`config.mk`:
```
export PLATFORM = sky130hd
export DESIGN_NAME = odt_term_ctrl
export DESIGN_NICKNAME = d
export VERILOG_FILES = /design/src/rtl/odt_term_pkg.sv /design/src/rtl/odt_mode_sel.sv /design/src/rtl/odt_sync_pipe.sv /design/src/rtl/odt_out_sel.sv /design/src/rtl/odt_term_ctrl.sv
export SDC_FILE = /design/constraint.sdc
export NUM_CORES = 1
export LEC_CHECK = 0
export BUFFER_PORTS_ARGS = -buffer_cell sky130_fd_sc_hd__buf_4
export CAP_MARGIN = 20
export CORE_AREA = 10 10 47 49
export CTS_BUF_LIST = sky130_fd_sc_hd__clkbuf_16
export DETAILED_ROUTE_END_ITERATION = 6
export DIE_AREA = 0 0 57 59
export PLACE_DENSITY = 0.3
export SETUP_SLACK_MARGIN = 0.5
export SYNTH_ARGS = -nofsm -noshare
export SYNTH_HDL_FRONTEND = slang
export SYNTH_SLANG_ARGS = --single-unit
```
`constraint.sdc`:
```
create_clock -name clk -period 0.8 [get_ports clk]
set_input_delay 0.08 -clock clk [delete_from_list [all_inputs] [get_ports clk]]
set_output_delay 0.08 -clock clk [all_outputs]
set_load 0.1 [all_outputs]
```
`src/rtl/odt_term_pkg.sv`:
```
package odt_term_pkg;

    typedef enum logic {
        TM_CLOCKED = 1'b0,
        TM_DIRECT  = 1'b1
    } timing_mode_e;

    typedef struct packed {
        logic on_path;
        logic off_path;
    } sync_term_t;

    function automatic timing_mode_e pick_mode(
        input logic cke,
        input logic pd_precharge,
        input logic slow_exit
    );
        timing_mode_e m;
        if (cke) begin
            m = TM_CLOCKED;
        end else if (pd_precharge) begin
            m = TM_DIRECT;
        end else if (slow_exit) begin
            m = TM_DIRECT;
        end else begin
            m = TM_CLOCKED;
        end
        return m;
    endfunction

endpackage

```
`src/rtl/odt_mode_sel.sv`:
```
module odt_mode_sel
    import odt_term_pkg::*;
(
    input  logic         cke,
    input  logic         pd_precharge,
    input  logic         slow_exit,
    output timing_mode_e mode,
    output logic         flush
);
    always_comb begin
        mode  = pick_mode(cke, pd_precharge, slow_exit);
        flush = (mode == TM_DIRECT);
    end
endmodule

```
`src/rtl/odt_sync_pipe.sv`:
```
module odt_sync_pipe
    import odt_term_pkg::*;
#(
    parameter int ON_LAT = 2
) (
    input  logic       clk,
    input  logic       rst,
    input  logic       flush,
    input  logic       odt,
    output sync_term_t term
);
    localparam int STAGES = ON_LAT + 1;

    logic [STAGES-1:0] stage_q;
    logic              half_q;

    generate
        if (STAGES > 1) begin : g_shift
            always_ff @(posedge clk) begin
                if (rst || flush) begin
                    stage_q <= '0;
                end else begin
                    stage_q <= {stage_q[STAGES-2:0], odt};
                end
            end
        end else begin : g_single
            always_ff @(posedge clk) begin
                if (rst || flush) begin
                    stage_q <= '0;
                end else begin
                    stage_q <= odt;
                end
            end
        end
    endgenerate

    always_ff @(negedge clk) begin
        if (rst || flush) begin
            half_q <= 1'b0;
        end else begin
            half_q <= stage_q[STAGES-1];
        end
    end

    always_comb begin
        term.on_path  = stage_q[STAGES-1];
        term.off_path = half_q;
    end
endmodule

```
`src/rtl/odt_out_sel.sv`:
```
module odt_out_sel
    import odt_term_pkg::*;
(
    input  logic         rst,
    input  timing_mode_e mode,
    input  logic         odt,
    input  sync_term_t   term,
    output logic         term_en
);
    always_comb begin
        if (rst) begin
            term_en = 1'b0;
        end else if (mode == TM_DIRECT) begin
            term_en = odt;
        end else begin
            term_en = term.on_path | term.off_path;
        end
    end
endmodule

```
`src/rtl/odt_term_ctrl.sv`:
```
module odt_term_ctrl
    import odt_term_pkg::*;
#(
    parameter int ON_LAT = 2
) (
    input  logic clk,
    input  logic rst,
    input  logic cke,
    input  logic odt,
    input  logic pd_precharge,
    input  logic slow_exit,
    output logic term_en,
    output logic async_mode
);
    timing_mode_e mode;
    logic         flush;
    sync_term_t   sterm;

    odt_mode_sel u_mode (
        .cke          (cke),
        .pd_precharge (pd_precharge),
        .slow_exit    (slow_exit),
        .mode         (mode),
        .flush        (flush)
    );

    odt_sync_pipe #(.ON_LAT(ON_LAT)) u_pipe (
        .clk   (clk),
        .rst   (rst),
        .flush (flush),
        .odt   (odt),
        .term  (sterm)
    );

    odt_out_sel u_out (
        .rst     (rst),
        .mode    (mode),
        .odt     (odt),
        .term    (sterm),
        .term_en (term_en)
    );

    assign async_mode = (mode == TM_DIRECT);
endmodule

```
==> flow_metrics.py <==
metrics = {
    "power": {
        "power_frac_comb": 0.118,
        "power.share.clock": 0.701,
        "power_switching_uw": 222,
        "p_seq_frac": 0.181,
        "peakVddDrop_v": 0.000737,
        "p_leak_nw": 0.160,
        "internal_power_uw": 922,
        "powerDensity_nw_per_um2": 2950,
        "p_sw_frac": 0.194,
    },
    "timing": {
        "whs_ns": 0.110,
        "slew_viol_final": 0,
        "setup_viol": 2,
        "clock-skew-final_ns": 0.0761,
        "tightest_slew_ns": 0.160,
        "hold_viol": 0,
        "setup_ws_ns": -0.723,
        "slew_headroom": 0.891,
        "rsz0062_at_grt": "true",
    },
    "logic_synthesis": {
        "avgSynthCellArea_um2": 12.8,
        "synthesis.area_um2": 179,
        "synth_cell_types": 8,
        "ys_warn_count": 0,
        "syn_nets": 20,
        "ys_ff_latch": 4,
        "yosysSeqAreaShare": 0.448,
        "synthCells": 14,
    },
    "clock_network": {
        "clk_path_buf_depth": 2,
        "cts_made_buffers": 3,
        "clk_latency_ns": 0.30,
        "numClockSinks": 4,
        "cts_root_buf": "clkbuf_16",
        "postCtsSetupRepairBufs": 0,
        "htreeDepth": 1,
        "cts_tree": "done",
        "clk_pin_slew_ns": 0.03,
        "ctsHoldBuffers": 0,
    },
    "place": {
        "place_area_um2": 274,
        "port-buffer-count": 7,
        "dpl_worst_slack_ns": -0.492,
        "place_congestion": 0.621,
    },
    "finish": {
        "num-nets-final": 33,
        "antenna_cells": 0,
        "syn_to_final_growth_pct": 117,
        "drive_gt1_frac": 0.808,
        "fillers": 155,
        "fin_util": 0.277,
        "final_area_um2": 388,
    },
    "drt": {
        "vias": 147,
        "wl_um": 432,
        "drc": 0,
        "drtAntennaViolNets": 0,
        "vias_per_cell": 3.50,
        "wire_per_inst_um": 10.3,
        "drtIter0Drc": 2,
        "dr.pass1.iters": 2,
    },
    "grt": {
        "globalRouteTotalUtil": 0.0337,
        "grt_pass1_vias": 187,
        "grt_max_degree": 5,
        "grt_first_pass_wirelength_um": 772,
        "grtUsageMet2": 0.0372,
        "grt_use_met3": 0.0386,
        "use_met1": 0.0249,
        "overflow": 0,
        "busiest_layer": "met4",
        "antenna_found_initial": 0,
    },
    "worst_setup_path": {
        "crit_required_ns": 0.72,
        "path_class": "reg -> out",
        "rrSetupSlack_ns": -0.08,
        "cp-end-kind": "output port",
        "startpoint_type": "register",
        "worstReg2RegStart": "u_pipe.stage_q[2]",
        "arrival_ns": 1.44,
        "worstSetupStartpoint": "u_pipe.half_q",
        "path_max_fanout": 1,
    },
    "outcome": {
        "status": "finished with violations",
        "violations": "setup timing",
    },
    "die": {
        "core_um2": 1400,
        "placementRows": 14,
        "dieArea_um2": 3360,
        "die_x_um": 57,
        "die_h_um": 59,
        "start_util": 0.128,
        "pin_count": 8,
    },
    "min_path": {
        "hold_path_startpoint": "odt",
        "hp-class": "in -> reg",
    },
    "run": {
        "drv_cap": 0,
    },
}
critical path: stages, from the launching register on:
cell and delay (ns):
dfxtp_2 0.31, o21bai_2 0.07, mux2i_4 0.17, buf_12 0.19
power groups by stage:
stage          logic [mW]  clock network, mW  registers (mW)
3_3_place_gp        0.117             0.0156           0.209
5_1_grt             0.142              0.839           0.207
2_1_floorplan      0.0870             0.0156           0.209
6_report            0.135              0.803           0.207
3_5_place_dp        0.118             0.0156           0.209
4_1_cts             0.136              0.821           0.207
layout make-up:
class / instances / area (um2) / area share
multi-input combinational: 8 / 106 / 0.274
timing repair buffer: 9 / 96.3 / 0.248
sequential: 4 / 82.6 / 0.213
clock buffer: 3 / 75.1 / 0.194
tap: 16 / 20.0 / 0.0516
clock inverter: 2 / 7.51 / 0.0194
sequential cells by signal, indices dropped and copies added, names as in the netlist:
name,cells
u_pipe.stage_q,3
u_pipe.half_q,1
timing repair:
action | 4_1_cts | 5_1_grt
setup endpoints to repair | 6 | 6
resized for setup | 8 | 2
endpoints found under the hold margin | 0 | 0
placed cells by master, fill, tap and decap left out:
cell type and instances:
inv_1 2, buf_6 1, o21ba_4 1, clkbuf_16 3, dfxtp_2 2, buf_4 6, buf_12 2, o21bai_2 1
nor3b_2 4, nand2b_1 1, dfxtp_1 2, mux2i_4 1
cell families (layout without fill, tap and decap cells):
kind of cell,count (synthesis),count (layout),synth area share
flip-flops,4,4,0.448
buffers and inverters,2,14,0.0839
AND/OR/NAND/NOR,5,5,0.315
AO/OA/AOI/OAI,2,2,0.0979
multiplexers,1,1,0.0559
worst paths after layout:
check                                    endpoint  cells past startpoint
worst max-delay path                      term_en                      3
worst min-delay path            u_pipe.stage_q[0]                      2
worst max register to register      u_pipe.half_q                      1
worst min register to register  u_pipe.stage_q[1]                      1
synth_stat cells:
library cell | count | area [um2]
nand2b_1 | 1 | 6.26
o21ba_1 | 1 | 10.0
dfxtp_1 | 4 | 80.1
buf_6 | 1 | 11.3
o21bai_1 | 1 | 7.51
nor3b_2 | 4 | 50.1
mux2i_1 | 1 | 10.0
inv_1 | 1 | 3.75
stage by stage:
step / power [mW] / std cells / TNS (ns)
after floorplan: 0.311 / 14 / -0.948
after detailed placement: 0.343 / 38 / -0.784
after global routing: 1.19 / 42 / -0.842
after CTS: 1.16 / 42 / -0.828
final: 1.14 / 42 / -0.806
after global placement: 0.342 / 38 / -0.796
routing by layer:
layer / part of all wire / wire, um / up-vias
li1: - / - / 71
met1: 0.41 / 175 / 68
met2: 0.42 / 183 / 8
met3: 0.17 / 73 / 0
met4: 0 / 0 / 0
met5: 0 / 0 / -
Note: power is estimated with default switching activity, not from simulation.
